--- src/rtl/ccd_seq_pkg.sv ---
package ccd_seq_pkg;

  typedef enum logic [1:0] {
    REG_BLANK = 2'b00,
    REG_BEVEL = 2'b01,
    REG_EFF   = 2'b10
  } region_t;

  typedef enum logic [2:0] {
    ST_IDLE,
    ST_V1,
    ST_V2,
    ST_OVR,
    ST_H1,
    ST_H2
  } state_t;

  // Minimum time in ns to clock cycles, rounded up, never below one cycle.
  function automatic int ns_to_cyc(int ns, int mhz);
    int c;
    c = (ns * mhz + 999) / 1000;
    return (c < 1) ? 1 : c;
  endfunction

  function automatic int imax(int a, int b);
    return (a > b) ? a : b;
  endfunction

endpackage

--- src/rtl/ccd_seq_timer.sv ---
// Shared down-counter: loaded with (length-1) on entry to a phase,
// reports zero on the final cycle of that phase.
module ccd_seq_timer #(
  parameter int W = 12
) (
  input  logic         clk,
  input  logic         rst,
  input  logic         load,
  input  logic [W-1:0] load_val,
  output logic [W-1:0] count,
  output logic         zero
);

  always_ff @(posedge clk) begin
    if (rst) begin
      count <= '0;
    end else if (load) begin
      count <= load_val;
    end else if (count != '0) begin
      count <= count - 1'b1;
    end
  end

  assign zero = (count == '0);

endmodule

--- src/rtl/ccd_seq_region.sv ---
// Maps a row/column position onto the blank / bevel / effective tag.
module ccd_seq_region import ccd_seq_pkg::*; #(
  parameter int H_BLANK = 4,
  parameter int H_BEVEL = 6,
  parameter int H_EFF   = 1024,
  parameter int V_TOP   = 2,
  parameter int V_EFF   = 250,
  parameter int COL_W   = 11,
  parameter int ROW_W   = 8
) (
  input  logic [COL_W-1:0] col,
  input  logic [ROW_W-1:0] row,
  input  logic             bin,
  output region_t          region
);

  localparam logic [COL_W-1:0] C_BEV_LO = COL_W'(H_BLANK);
  localparam logic [COL_W-1:0] C_EFF_LO = COL_W'(H_BLANK + H_BEVEL);
  localparam logic [COL_W-1:0] C_BEV_HI = COL_W'(H_BLANK + H_BEVEL + H_EFF);
  localparam logic [COL_W-1:0] C_BLK_HI = COL_W'(H_BLANK + 2 * H_BEVEL + H_EFF);
  localparam logic [ROW_W-1:0] R_EFF_LO = ROW_W'(V_TOP);
  localparam logic [ROW_W-1:0] R_BEV_HI = ROW_W'(V_TOP + V_EFF);

  logic col_blank, col_bevel, row_bevel;

  always_comb begin
    col_blank = (col < C_BEV_LO) || (col >= C_BLK_HI);
    col_bevel = (col < C_EFF_LO) || (col >= C_BEV_HI);
    row_bevel = !bin && ((row < R_EFF_LO) || (row >= R_BEV_HI));
    if (col_blank)                   region = REG_BLANK;
    else if (col_bevel || row_bevel) region = REG_BEVEL;
    else                             region = REG_EFF;
  end

endmodule

--- src/rtl/ccd_seq_ctrl.sv ---
// Frame sequencer: vertical shift phases, settling gap, per-pixel
// horizontal phases, row/column bookkeeping for both readout modes.
module ccd_seq_ctrl import ccd_seq_pkg::*; #(
  parameter int COLS   = 1044,
  parameter int ROWS   = 256,
  parameter int COL_W  = 11,
  parameter int ROW_W  = 8,
  parameter int TMR_W  = 12,
  parameter int TV_C   = 2200,
  parameter int TH_C   = 10,
  parameter int TOVR_C = 600
) (
  input  logic             clk,
  input  logic             rst,
  input  logic             start,
  input  logic             mode_bin,
  input  logic             tmr_zero,
  output state_t           state,
  output logic [ROW_W-1:0] row,
  output logic [COL_W-1:0] col,
  output logic             bin_q,
  output logic             tmr_load,
  output logic [TMR_W-1:0] tmr_val
);

  localparam logic [COL_W-1:0] COL_LAST = COL_W'(COLS - 1);
  localparam logic [ROW_W-1:0] ROW_LAST = ROW_W'(ROWS - 1);
  localparam logic [TMR_W-1:0] TV_L     = TMR_W'(TV_C - 1);
  localparam logic [TMR_W-1:0] TH_L     = TMR_W'(TH_C - 1);
  localparam logic [TMR_W-1:0] TOVR_L   = TMR_W'(TOVR_C - 1);

  state_t nxt;
  logic   row_last, col_last;

  assign row_last = (row == ROW_LAST);
  assign col_last = (col == COL_LAST);

  always_comb begin
    nxt      = state;
    tmr_load = 1'b0;
    tmr_val  = '0;
    case (state)
      ST_IDLE: if (start) begin
        nxt = ST_V1; tmr_load = 1'b1; tmr_val = TV_L;
      end
      ST_V1: if (tmr_zero) begin
        nxt = ST_V2; tmr_load = 1'b1; tmr_val = TV_L;
      end
      ST_V2: if (tmr_zero) begin
        tmr_load = 1'b1;
        if (bin_q && !row_last) begin
          nxt = ST_V1; tmr_val = TV_L;
        end else begin
          nxt = ST_OVR; tmr_val = TOVR_L;
        end
      end
      ST_OVR: if (tmr_zero) begin
        nxt = ST_H1; tmr_load = 1'b1; tmr_val = TH_L;
      end
      ST_H1: if (tmr_zero) begin
        nxt = ST_H2; tmr_load = 1'b1; tmr_val = TH_L;
      end
      ST_H2: if (tmr_zero) begin
        if (!col_last) begin
          nxt = ST_H1; tmr_load = 1'b1; tmr_val = TH_L;
        end else if (!bin_q && !row_last) begin
          nxt = ST_V1; tmr_load = 1'b1; tmr_val = TV_L;
        end else begin
          nxt = ST_IDLE;
        end
      end
      default: nxt = ST_IDLE;
    endcase
  end

  always_ff @(posedge clk) begin
    if (rst) begin
      state <= ST_IDLE;
      row   <= '0;
      col   <= '0;
      bin_q <= 1'b0;
    end else begin
      state <= nxt;
      if (state == ST_IDLE && start) begin
        row   <= '0;
        col   <= '0;
        bin_q <= mode_bin;
      end
      if (state == ST_V2 && tmr_zero && bin_q) begin
        // binned line is reported as row 0
        row <= row_last ? '0 : row + 1'b1;
      end
      if (state == ST_H2 && tmr_zero) begin
        if (!col_last) begin
          col <= col + 1'b1;
        end else begin
          col <= '0;
          if (!bin_q && !row_last) row <= row + 1'b1;
        end
      end
    end
  end

endmodule

--- src/rtl/ccd_seq_top.sv ---
module ccd_seq_top import ccd_seq_pkg::*; #(
  parameter int H_BLANK = 4,
  parameter int H_BEVEL = 6,
  parameter int H_EFF   = 1024,
  parameter int V_TOP   = 2,
  parameter int V_EFF   = 250,
  parameter int V_BOT   = 4,
  parameter int CLK_MHZ = 200,
  parameter int TV_NS   = 11000,
  parameter int TH_NS   = 50,
  parameter int TRG_NS  = 15,
  parameter int TOVR_NS = 3000,
  localparam int COLS   = 2 * H_BLANK + 2 * H_BEVEL + H_EFF,
  localparam int ROWS   = V_TOP + V_EFF + V_BOT,
  localparam int COL_W  = (COLS > 1) ? $clog2(COLS) : 1,
  localparam int ROW_W  = (ROWS > 1) ? $clog2(ROWS) : 1
) (
  input  logic             clk,
  input  logic             rst,
  input  logic             start,
  input  logic             mode_bin,
  output logic             v_ph1,
  output logic             v_ph2,
  output logic             xfer_gate,
  output logic             h_ph1,
  output logic             h_ph2,
  output logic             sum_gate,
  output logic             rst_gate,
  output logic             busy,
  output logic             pix_valid,
  output logic [1:0]       pix_region,
  output logic [ROW_W-1:0] pix_row,
  output logic [COL_W-1:0] pix_col
);

  localparam int TV_C   = ns_to_cyc(TV_NS, CLK_MHZ);
  localparam int TH_C   = ns_to_cyc(TH_NS, CLK_MHZ);
  localparam int RG_RAW = ns_to_cyc(TRG_NS, CLK_MHZ);
  localparam int RG_C   = (RG_RAW > TH_C) ? TH_C : RG_RAW;
  localparam int TOVR_C = ns_to_cyc(TOVR_NS, CLK_MHZ);
  localparam int TMAX   = imax(imax(TV_C, TH_C), TOVR_C);
  localparam int TMR_W  = $clog2(TMAX + 1);
  localparam logic [TMR_W-1:0] RG_TH = TMR_W'(TH_C - RG_C);

  state_t           st;
  logic [ROW_W-1:0] row;
  logic [COL_W-1:0] col;
  logic             bin_q;
  logic             tmr_load, tmr_zero;
  logic [TMR_W-1:0] tmr_val, tmr_cnt;
  region_t          reg_c;

  ccd_seq_timer #(.W(TMR_W)) u_tmr (
    .clk(clk), .rst(rst), .load(tmr_load), .load_val(tmr_val),
    .count(tmr_cnt), .zero(tmr_zero)
  );

  ccd_seq_ctrl #(
    .COLS(COLS), .ROWS(ROWS), .COL_W(COL_W), .ROW_W(ROW_W), .TMR_W(TMR_W),
    .TV_C(TV_C), .TH_C(TH_C), .TOVR_C(TOVR_C)
  ) u_ctrl (
    .clk(clk), .rst(rst), .start(start), .mode_bin(mode_bin),
    .tmr_zero(tmr_zero), .state(st), .row(row), .col(col), .bin_q(bin_q),
    .tmr_load(tmr_load), .tmr_val(tmr_val)
  );

  ccd_seq_region #(
    .H_BLANK(H_BLANK), .H_BEVEL(H_BEVEL), .H_EFF(H_EFF),
    .V_TOP(V_TOP), .V_EFF(V_EFF), .COL_W(COL_W), .ROW_W(ROW_W)
  ) u_region (
    .col(col), .row(row), .bin(bin_q), .region(reg_c)
  );

  // Registered output stage: every output lags the state by one cycle,
  // so all waveforms stay aligned and glitch-free.
  always_ff @(posedge clk) begin
    if (rst) begin
      v_ph1      <= 1'b0;
      v_ph2      <= 1'b0;
      xfer_gate  <= 1'b0;
      h_ph1      <= 1'b0;
      h_ph2      <= 1'b0;
      sum_gate   <= 1'b0;
      rst_gate   <= 1'b0;
      busy       <= 1'b0;
      pix_valid  <= 1'b0;
      pix_region <= 2'b00;
      pix_row    <= '0;
      pix_col    <= '0;
    end else begin
      v_ph1      <= (st == ST_V1);
      v_ph2      <= (st == ST_V2);
      xfer_gate  <= (st == ST_V2);
      h_ph1      <= (st == ST_H1);
      h_ph2      <= (st == ST_H2);
      sum_gate   <= (st == ST_H2);
      rst_gate   <= (st == ST_H1) && (tmr_cnt >= RG_TH);
      busy       <= (st != ST_IDLE);
      pix_valid  <= (st == ST_H2) && tmr_zero;
      pix_region <= reg_c;
      pix_row    <= row;
      pix_col    <= col;
    end
  end

endmodule

--- config.mk ---
export PLATFORM = sky130hd
export DESIGN_NAME = ccd_seq_top
export DESIGN_NICKNAME = d
export VERILOG_FILES = /design/src/rtl/ccd_seq_pkg.sv /design/src/rtl/ccd_seq_timer.sv /design/src/rtl/ccd_seq_region.sv /design/src/rtl/ccd_seq_ctrl.sv /design/src/rtl/ccd_seq_top.sv
export SDC_FILE = /design/constraint.sdc
export NUM_CORES = 1
export LEC_CHECK = 0
export ABC_AREA = 1
export BUFFER_PORTS_ARGS = -buffer_cell sky130_fd_sc_hd__buf_2
export CAP_MARGIN = 20
export CORE_MARGIN = 10
export CORE_UTILIZATION = 45
export CTS_CLUSTER_DIAMETER = 80
export DETAILED_ROUTE_END_ITERATION = 7
export GPL_ROUTABILITY_DRIVEN = 0
export PLACE_DENSITY = 0.75
export REMOVE_ABC_BUFFERS = 1
export SYNTH_ARGS = -nofsm -noshare
export SYNTH_HDL_FRONTEND = slang
export SYNTH_SLANG_ARGS = --single-unit
--- constraint.sdc ---
create_clock -name clk -period 3.75 [get_ports clk]
set_clock_uncertainty 0.2 [all_clocks]
set_input_delay 0.1875 -clock clk [delete_from_list [all_inputs] [get_ports clk]]
set_output_delay 0.1875 -clock clk [all_outputs]
set_load 0.02 [all_outputs]
==> results of run 1 <==
placed cells by master, fill, tap and decap left out, types with 2 or more instances in the layout:
master / count
a21oi_1: 11
a22oi_1: 2
buf_2: 33
bufinv_16: 2
clkbuf_1: 3
clkbuf_8: 9
clkinv_1: 2
clkinv_2: 2
dfxtp_1: 63
dlygate4sd3_1: 2
ha_1: 4
inv_1: 41
inv_2: 10
nand2_1: 95
nand2_2: 10
nand2_4: 4
nand3_1: 28
nand4_1: 4
nor2_1: 73
nor2_2: 3
nor2_4: 4
nor3_1: 7
nor3_4: 2
nor4_2: 2
o21ai_0: 7
o21ai_1: 10
xnor2_1: 3
xor2_1: 13
what timing repair did:
| item | in CTS | in global routing |
|---|---|---|
| hold endpoints to repair | 3 | 0 |
| hold buffers | 2 | 0 |
| buffers inserted | 0 | 0 |
per-stage QoR:
step	hold slack, ns	area (µm²)
2_1_floorplan	0.0566	2990
3_3_place_gp	0.269	3250
3_5_place_dp	0.271	3250
4_1_cts	0.154	3480
5_1_grt	0.194	3480
6_report	0.164	3480
registers in the layout, summed over array words and instances, names as in the netlist:
signal	cells
v_ph1	1
sum_gate	1
h_ph1	1
rst_gate	1
pix_col	11
u_ctrl.row	8
busy	1
pix_region	2
u_tmr.count	12
u_ctrl.bin_q	1
u_ctrl.col	11
pix_valid	1
pix_row	8
xfer_gate	1
u_ctrl.state	3
report_power, final:
part / internal, mW / total, mW / switching (mW)
combinational: 0.287 / 0.865 / 0.579
sequential: 0.747 / 0.820 / 0.0737
clock: 0.373 / 0.627 / 0.254
final cells by class:
type	instances	area, µm²
Fill cell	606	2980
Multi-Input combinational cell	293	1520
Sequential cell	63	1260
Inverter	54	208
Timing Repair Buffer	36	193
Clock buffer	12	135
Tap cell	77	96.3
Clock inverter	4	70.1
path summary, 6_finish.rpt:
check | start | to | slack [ns] | cells past startpoint
min | rst | u_tmr.count[11] | 0.16 | 3
max | u_ctrl.col[0] | u_ctrl.row[5] | 1.74 | 11
min reg2reg | u_ctrl.col[0] | pix_col[0] | 0.28 | 2
max reg2reg | u_ctrl.col[0] | u_ctrl.row[5] | 1.74 | 11
routing by layer:
metal	GRT usage	routed length, µm	vias to the layer above
met2	0.225	3160	52
li1	-	-	1390
met5	0	0	-
met1	0.160	3020	1199
met4	0.0813	118	0
met3	0.0499	365	10
synth_stat cells:
cell      number  share of area
nand2_1       95           0.12
nor2_1        73          0.090
dfxtp_1       63           0.42
inv_1         41          0.051
nand3_1       28          0.046
xor2_1        13          0.038
a21oi_1       11          0.018
inv_2         10          0.012
nand2_2       10          0.021
o21ai_1       10          0.016
nor3_1         7          0.012
o21ai_0        7          0.012
ha_1           4          0.016
nand2_4        4          0.015
nand4_1        4         0.0082
nor2_4         4          0.015
buf_2          3         0.0049
buf_4          3         0.0074
nor2_2         3         0.0062
xnor2_1        3         0.0087
a22oi_1        2         0.0049
clkbuf_1       2         0.0025
clkinv_1       2         0.0025
nor3_4         2          0.011
nor4_2         2         0.0082
a21oi_2        1         0.0029
a311oi_1       1         0.0029
a31oi_1        1         0.0021
and3_1         1         0.0021
buf_1          1         0.0012
clkinv_4       1         0.0029
nand3_2        1         0.0033
nand3_4        1         0.0058
nor2_8         1         0.0066
nor3_2         1         0.0033
o21ai_2        1         0.0029
o311ai_0       1         0.0029
or2_2          1         0.0021
worst max-delay path, stage by stage (launching register included):
cell	delay, ns
dfxtp_1	0.38
ha_1	0.27
nand2_1	0.07
nor2_1	0.13
nand3_1	0.21
nor2_1	0.18
nand2_2	0.12
nand2_2	0.15
nand2_1	0.07
nand2_1	0.05
nand2_1	0.04
nor2_1	0.09
cell families (layout without fill, tap and decap cells):
logic type               Yosys count  count (layout)  share of synthesized area
adder cells (fa/ha/maj)            4               4                     0.0165
XOR/XNOR                          16              16                     0.0462
flip-flops                        63              63                      0.416
AO/OA/AOI/OAI                     35              35                     0.0647
AND/OR/NAND/NOR                  238             238                      0.372
buffers and inverters             63             106                     0.0845
==> flow_summary.json, run 1 <==
{
  "portBuffers": 33,
  "cts.sinks": 63,
  "setup_viol": 0,
  "wl_per_cell_um": 12.4,
  "synth_warnings": 0,
  "fin_ws_ns": 1.74,
  "h-tree-depth": 3,
  "synth.distinct_cells": 38,
  "drc": 0,
  "die_h_um": 102,
  "initial_core_util": 0.470,
  "instances_no_fill": 539,
  "finalMaxSlewViolations": 0,
  "grt_remaining_overflow": 0,
  "syn_area_mm2": 0.00303,
  "vdd_ir_drop_max_v": 0.000336,
  "path_class": "reg2reg",
  "post-place-ws_ns": 1.75,
  "post-route-period-util": 0.536,
  "num_io_pins": 34,
  "max_slew_margin": 0.620,
  "route.vias.total": 2651,
  "drive_gt1_frac": 0.195,
  "hold_violations": 0,
  "grt_antenna_before_repair": 0,
  "power_density_mw_per_mm2": 665,
  "status": "finished clean",
  "synth_area_per_cell_um2": 7.24,
  "synthesis.instances": 419,
  "start_kind": "flip-flop",
  "maxCapViolCount": 0,
  "clock.fmax_mhz": 497,
  "drt-pass1-iter-count": 4,
  "path_max_fanout": 7,
  "grt_max_degree": 38,
  "grt_pass1_vias": 2616,
  "cts_buffers": 9,
  "cp.required_ns": 3.84,
  "grt_pass1_wl_um": 11700,
  "die_area_mm2": 0.0104,
  "cellLeakagePower_nw": 1.64,
  "antennaDiodeCount": 0,
  "final_util": 0.539,
  "total_power_mw": 2.31,
  "dp.cells": 521,
  "min_path_type": "in2reg",
  "drt_wl_total_um": 6670,
  "ys_ff_latch": 63,
  "area_growth_pct": 14.7,
  "via_per_inst": 4.92,
  "cts_tree": "built",
  "nNetsFinal": 465,
  "dp_hpwl_um": 4850,
  "cts_max_path_buffers": 2,
  "drtAntennaViolNets": 0,
  "ctsResizeCount": 0,
  "arrival_ns": 2.10,
  "clock-root-buffer": "clkbuf_8",
  "grt_usage": 0.141,
  "path_clk_slew_ns": 0.07,
  "clk_latency_ns": 0.35,
  "rows": 29,
  "core_mm2": 0.00646,
  "fp.dieW_um": 102,
  "first_iter_violations": 144,
  "endpoint_kind": "flip-flop",
  "ys_seq_area_frac": 0.416,
  "worst_slew_pin_slew_ns": 0.564,
  "tns_ns": 0,
  "rsz0062_at_grt": "no",
  "min_period_ns": 2.01
}
(Power assumes the default switching activity.)
==> run 2: changes to the inputs <==
Settings changed: ABC_AREA 1 to 0.
Clock period 3.75 ns to 1.9 ns, I/O delays scaled along.
==> run 2 against run 1 <==
- the flow now finishes with violations (setup timing)
- via count up 27%
- sequential cell count unchanged
- sequential power up 91%
- clock-buffer cell count down 2
- clock power up 63%
- critical path depth down 5
==> flow_summary.json, run 2 <==
{
  "endpoint_kind": "flip-flop",
  "rows": 29,
  "initial_core_util": 0.461,
  "die_h_um": 101,
  "die_area_mm2": 0.0101,
  "grt_pass1_vias": 3048,
  "netlist_top_cells_count": "dfxtp_1 (63), nand2_1 (26), a21oi_1 (22), o21ai_0 (22), nor3_1 (21)",
  "multi_input_area_mm2": 0.00177,
  "synth_top_area_frac": 0.430,
  "grt_max_degree": 27,
  "drt_wl_total_um": 10100,
  "syn_area_mm2": 0.00293,
  "synth_top_cell_by_area": "dfxtp_1",
  "drt-pass1-iter-count": 6,
  "crit_family": "simple AND/OR/NAND/NOR gates",
  "antennaDiodeCount": 0,
  "synth_top_family_by_area": "simple AND/OR/NAND/NOR gates",
  "hold_violations": 0,
  "max_slew_margin": 0.675,
  "dp_hpwl_um": 6050,
  "synth_warnings": 0,
  "clock.fmax_mhz": 412,
  "area_growth_pct": 49.2,
  "status": "finished with violations",
  "h-tree-depth": 3,
  "drtAntennaViolNets": 0,
  "first_iter_violations": 421,
  "largest_register": "u_tmr.count",
  "crit_chain": "or4_4, or4b_4, o31ai_4, buf_6, nand3b_1, a311oi_1",
  "worst_slew_pin_slew_ns": 0.483,
  "cpPeakStageDelay_ns": 0.58,
  "synth_compound_area_frac": 0.187,
  "cp.required_ns": 1.96,
  "drive_gt1_frac": 0.424,
  "cts_buffers": 9,
  "via_per_inst": 6.06,
  "path_class": "reg2reg",
  "layout_common_cells": "buf_4 (93), dfxtp_1 (58), buf_2 (33)",
  "grt_remaining_overflow": 0,
  "arrival_ns": 2.48,
  "nNetsFinal": 482,
  "grt_usage": 0.179,
  "ys_ff_latch": 63,
  "num_io_pins": 34,
  "finalMaxSlewViolations": 0,
  "grt_pass1_wl_um": 14700,
  "synth.distinct_cells": 54,
  "cellLeakagePower_nw": 1.84,
  "cts.sinks": 63,
  "tns_ns": -12.98,
  "cts_max_path_buffers": 2,
  "synth.area.mux_share": 0.00726,
  "synth_simple_gate_area_frac": 0.292,
  "core_mm2": 0.00635,
  "top_regs": "u_tmr.count x12, pix_col x11, u_ctrl.col x11",
  "total_power_mw": 5.28,
  "ys_async_sr_fraction": 0,
  "largest_reg_flops": 12,
  "rsz0062_at_grt": "yes",
  "fin_ws_ns": -0.525,
  "path_clk_slew_ns": 0.07,
  "start_kind": "flip-flop",
  "synth.area.top_cells": "dfxtp_1 (43%), nor2b_1 (3.8%), a21oi_1 (3.8%)",
  "cts_tree": "built",
  "wl_per_cell_um": 18.2,
  "fillers": 439,
  "synth_adder_area_share": 0.0171,
  "synth_area_per_cell_um2": 8.54,
  "min_period_ns": 2.42,
  "portBuffers": 33,
  "clk_latency_ns": 0.36,
  "critPathBufInv": 1,
  "post-route-period-util": 1.28,
  "ys.flop_type": "dfxtp_1",
  "power_density_mw_per_mm2": 1210,
  "synth-xor-area-share": 0.0269,
  "fp.dieW_um": 101,
  "yosysMostFrequentCell": "dfxtp_1",
  "slowest_stage": "or4b_4",
  "holdWs_ns": 0.0992,
  "maxCapViolCount": 0,
  "vdd_ir_drop_max_v": 0.000911,
  "drc": 0,
  "path_max_fanout": 8,
  "violations": "setup timing",
  "grt_antenna_before_repair": 0,
  "clock-root-buffer": "clkbuf_8",
  "register_area_mm2": 0.00127,
  "layout_commonest_cell": "buf_4",
  "synthesis.instances": 343,
  "ys_seq_area_frac": 0.430,
  "synth_edf_count": 0,
  "setup_viol": 36,
  "route.vias.total": 3370,
  "min_path_type": "in2reg"
}
run 2: cell count changes after synthesis, sizes merged, moves of 11 or more:
cell    previous run  this run
nor3              10        21
nand2            109        26
clkbuf             2        16
inv               51         7
nor2              81        19
nor2b              0        18
nand3             30        18
run 2: power by group:
group / internal [mW] / switching, mW
clock network: 0.465 / 0.557
registers: 1.46 / 0.109
logic: 1.33 / 1.36
run 2: metrics by stage:
stage / utilization / worst slack (ns) / cells / area [µm²]
after CTS: 0.658 / -0.497 / 546 / 4180
after global placement: 0.588 / -0.461 / 516 / 3730
after floorplan: - / -1.11 / 322 / 2840
after global routing: 0.689 / -0.556 / 556 / 4370
final: 0.689 / -0.525 / 556 / 4370
after detailed placement: 0.588 / -0.553 / 516 / 3730
run 2: timing repair:
item / CTS / global route
endpoints found under the hold margin: 3 / 0
buffers inserted: 11 / 11
hold buffers: 3 / 0
setup endpoints to repair: 37 / 37
pin swaps: 25 / 17
resized for setup: 42 / 34
run 2: final cells by class:
cell class | count | share of cell area
multi-input combinational | 252 | 0.406
sequential | 63 | 0.290
timing repair buffer | 141 | 0.238
clock buffer | 10 | 0.0292
tap | 77 | 0.0220
clock inverter | 6 | 0.00858
inverter | 7 | 0.00601
run 2: cells by family (layout without fill, tap and decap cells):
| family | Yosys count | count (layout) |
|---|---|---|
| buffers and inverters | 28 | 164 |
| flip-flops | 63 | 63 |
| adder cells (fa/ha/maj) | 4 | 4 |
| AND/OR/NAND/NOR | 153 | 153 |
| multiplexers | 2 | 2 |
| AO/OA/AOI/OAI | 84 | 84 |
| XOR/XNOR | 9 | 9 |
run 2: worst reg2reg max path: stages (launching register included):
cell and delay (ns):
dfxtp_2 0.33, or4_4 0.55, or4b_4 0.58, o31ai_4 0.19
buf_6 0.16, nand3b_1 0.08, a311oi_1 0.24
run 2: path summary, 6_finish.rpt:
check	from	end	slack (ns)	depth (start not counted)
max	u_ctrl.col[8]	u_ctrl.row[5]	-0.52	6
min	start	u_ctrl.state[0]	0.1	5
max reg2reg	u_ctrl.col[8]	u_ctrl.row[5]	-0.52	6
min reg2reg	u_ctrl.col[8]	u_ctrl.col[8]	0.37	2
run 2: layer usage:
layer | GRT usage | part of all wire | vias up
met1 | 0.219 | 0.40 | 1584
met2 | 0.286 | 0.47 | 199
met3 | 0.0439 | 0.086 | 55
met5 | 0 | 0.0022 | -
li1 | - | - | 1530
met4 | 0.0880 | 0.045 | 2
==> run 3: changes to the inputs <==
Settings changed: BUFFER_PORTS_ARGS -buffer_cell sky130_fd_sc_hd__buf_2 to -buffer_cell sky130_fd_sc_hd__clkbuf_2.
==> run 3 against run 2 <==
- the flow still finishes with violations (setup timing)
- largest cell class unchanged
- cell area is essentially flat
- sequential share of layout area shrank 0.082 points
- setup slack lost 0.11 ns
- global-route usage shrank 0.25 points
==> flow_summary.json, run 3 (same netlist as run 2, synthesis figures left out) <==
{
  "fp.dieW_um": 101,
  "crit_end": "u_tmr.count[7]",
  "design_area_mm2": 0.00438,
  "drtAntennaViolNets": 0,
  "register_area_mm2": 0.00127,
  "top_regs": "u_tmr.count x12, pix_col x11, u_ctrl.col x11",
  "grt_pass1_vias": 3023,
  "min_path_type": "in2reg",
  "nNetsFinal": 475,
  "drt_wl_total_um": 9590,
  "initial_core_util": 0.461,
  "multi_input_area_mm2": 0.00182,
  "largest_register": "u_tmr.count",
  "path_class": "reg2reg",
  "setup_viol": 36,
  "wl_per_cell_um": 17.5,
  "r2r_end": "u_tmr.count[7]",
  "violations": "setup timing",
  "cts.sinks": 63,
  "start_kind": "flip-flop",
  "via_per_inst": 5.94,
  "cellLeakagePower_nw": 1.81,
  "cp.required_ns": 1.97,
  "dp_hpwl_um": 5700,
  "drt-pass1-iter-count": 5,
  "rows": 29,
  "antennaDiodeCount": 0,
  "grt_antenna_before_repair": 0,
  "first_iter_violations": 310,
  "path_max_fanout": 5,
  "power_density_mw_per_mm2": 1210,
  "route.vias.total": 3260,
  "vdd_ir_drop_max_v": 0.000788,
  "post_dp_cell_area_mm2": 0.00378,
  "layout_common_cells": "buf_4 (87), dfxtp_1 (58), clkbuf_2 (33)",
  "post-route-period-util": 1.33,
  "final_util": 0.689,
  "rrSetupSlack_ns": -0.63,
  "fin_ws_ns": -0.634,
  "regToRegStartpoint": "u_ctrl.col[6]",
  "largest_reg_flops": 12,
  "worst_slew_pin_slew_ns": 0.531,
  "cts_tree": "built",
  "area_growth_pct": 49.4,
  "status": "finished with violations",
  "clock-root-buffer": "clkbuf_8",
  "r2r_cells": 8,
  "grt_remaining_overflow": 0,
  "endpoint_kind": "flip-flop",
  "drc": 0,
  "layout_commonest_cell": "buf_4",
  "path_clk_slew_ns": 0.07,
  "maxCapViolCount": 0,
  "h-tree-depth": 3,
  "grt_usage": 0.177,
  "hold_violations": 0,
  "min_period_ns": 2.53,
  "die_area_mm2": 0.0101,
  "cts_buffers": 9,
  "grt_max_degree": 42,
  "finalMaxSlewViolations": 0,
  "cts_max_path_buffers": 2,
  "portBuffers": 33,
  "max_slew_margin": 0.642,
  "die_h_um": 101,
  "fillers": 437,
  "clk_latency_ns": 0.35,
  "rsz0062_at_grt": "yes",
  "crit_start": "u_ctrl.col[6]",
  "core_mm2": 0.00635,
  "grt_pass1_wl_um": 14600,
  "drive_gt1_frac": 0.428,
  "clock.fmax_mhz": 395,
  "arrival_ns": 2.61,
  "num_io_pins": 34
}
## run 3: cell types whose count changed in the layout (fill, tap and decap cells not counted), sizes merged
cell,previous run,this run
buf,138,100
clkbuf,10,46
clkinv,3,2
clkinvlp,3,1
dlygate4sd3,3,1
## run 3: metrics by stage
stage,power (mW),hold WS [ns],TNS [ns],std cells,worst slack (ns)
floorplan,2.57,-0.0383,-26.70,322,-1.11
global placement,3.48,0.142,-11.67,520,-0.519
detailed placement,3.52,0.150,-12.17,520,-0.635
CTS,4.95,0.00603,-9.79,546,-0.456
global route,5.52,0.0164,-13.90,549,-0.670
finish,5.28,0.0289,-11.45,549,-0.634
## run 3: area by class of cell
cell class / count / share of cell area
clock buffers: 13 / 0.0363
clock inverters: 3 / 0.00400
inverters: 7 / 0.00600
multi-input cells: 252 / 0.416
flip-flops and latches: 63 / 0.290
well taps: 77 / 0.0220
repair buffers: 134 / 0.226
## run 3: how the worst min path moves through the flow
stage,from,end,slack (ns),cells after the start
after floorplan,rst,pix_col[10],-0.04,1
after global placement,mode_bin,u_ctrl.bin_q,0.14,3
after detailed placement,mode_bin,u_ctrl.bin_q,0.15,3
after CTS,rst,pix_col[10],0.006,3
after global routing,rst,pix_col[10],0.02,3
final,rst,u_tmr.count[6],0.03,3
## run 3: where the power goes
group / internal (mW) / switching [mW] / total (mW)
registers: 1.46 / 0.113 / 1.58
logic: 1.29 / 1.34 / 2.63
clock network: 0.541 / 0.527 / 1.07
## run 3: repair_timing
item / in CTS / in global routing
endpoints found under the setup margin: 36 / 36
pin swaps: 15 / 10
gates cloned: 0 / 1
hold buffers: 1 / 0
setup buffers: 10 / 2
gates resized for setup: 48 / 33
hold endpoints to repair: 1 / 0
## run 3: metal layers
metal,global-route usage,wire [µm],vias up
met2,0.282,4490,180
met3,0.0556,815,40
met5,0,0,-
met1,0.210,3930,1527
li1,-,-,1513
met4,0.0848,361,0
## run 3: worst max-delay path, cell delays in order (launching register included)
cell and delay [ns]:
dfxtp_1 0.31, or4_4 0.54, buf_4 0.16, nor4b_4 0.25, buf_4 0.20, a311oi_1 0.12
buf_4 0.17, nor3_1 0.27, o31a_1 0.22
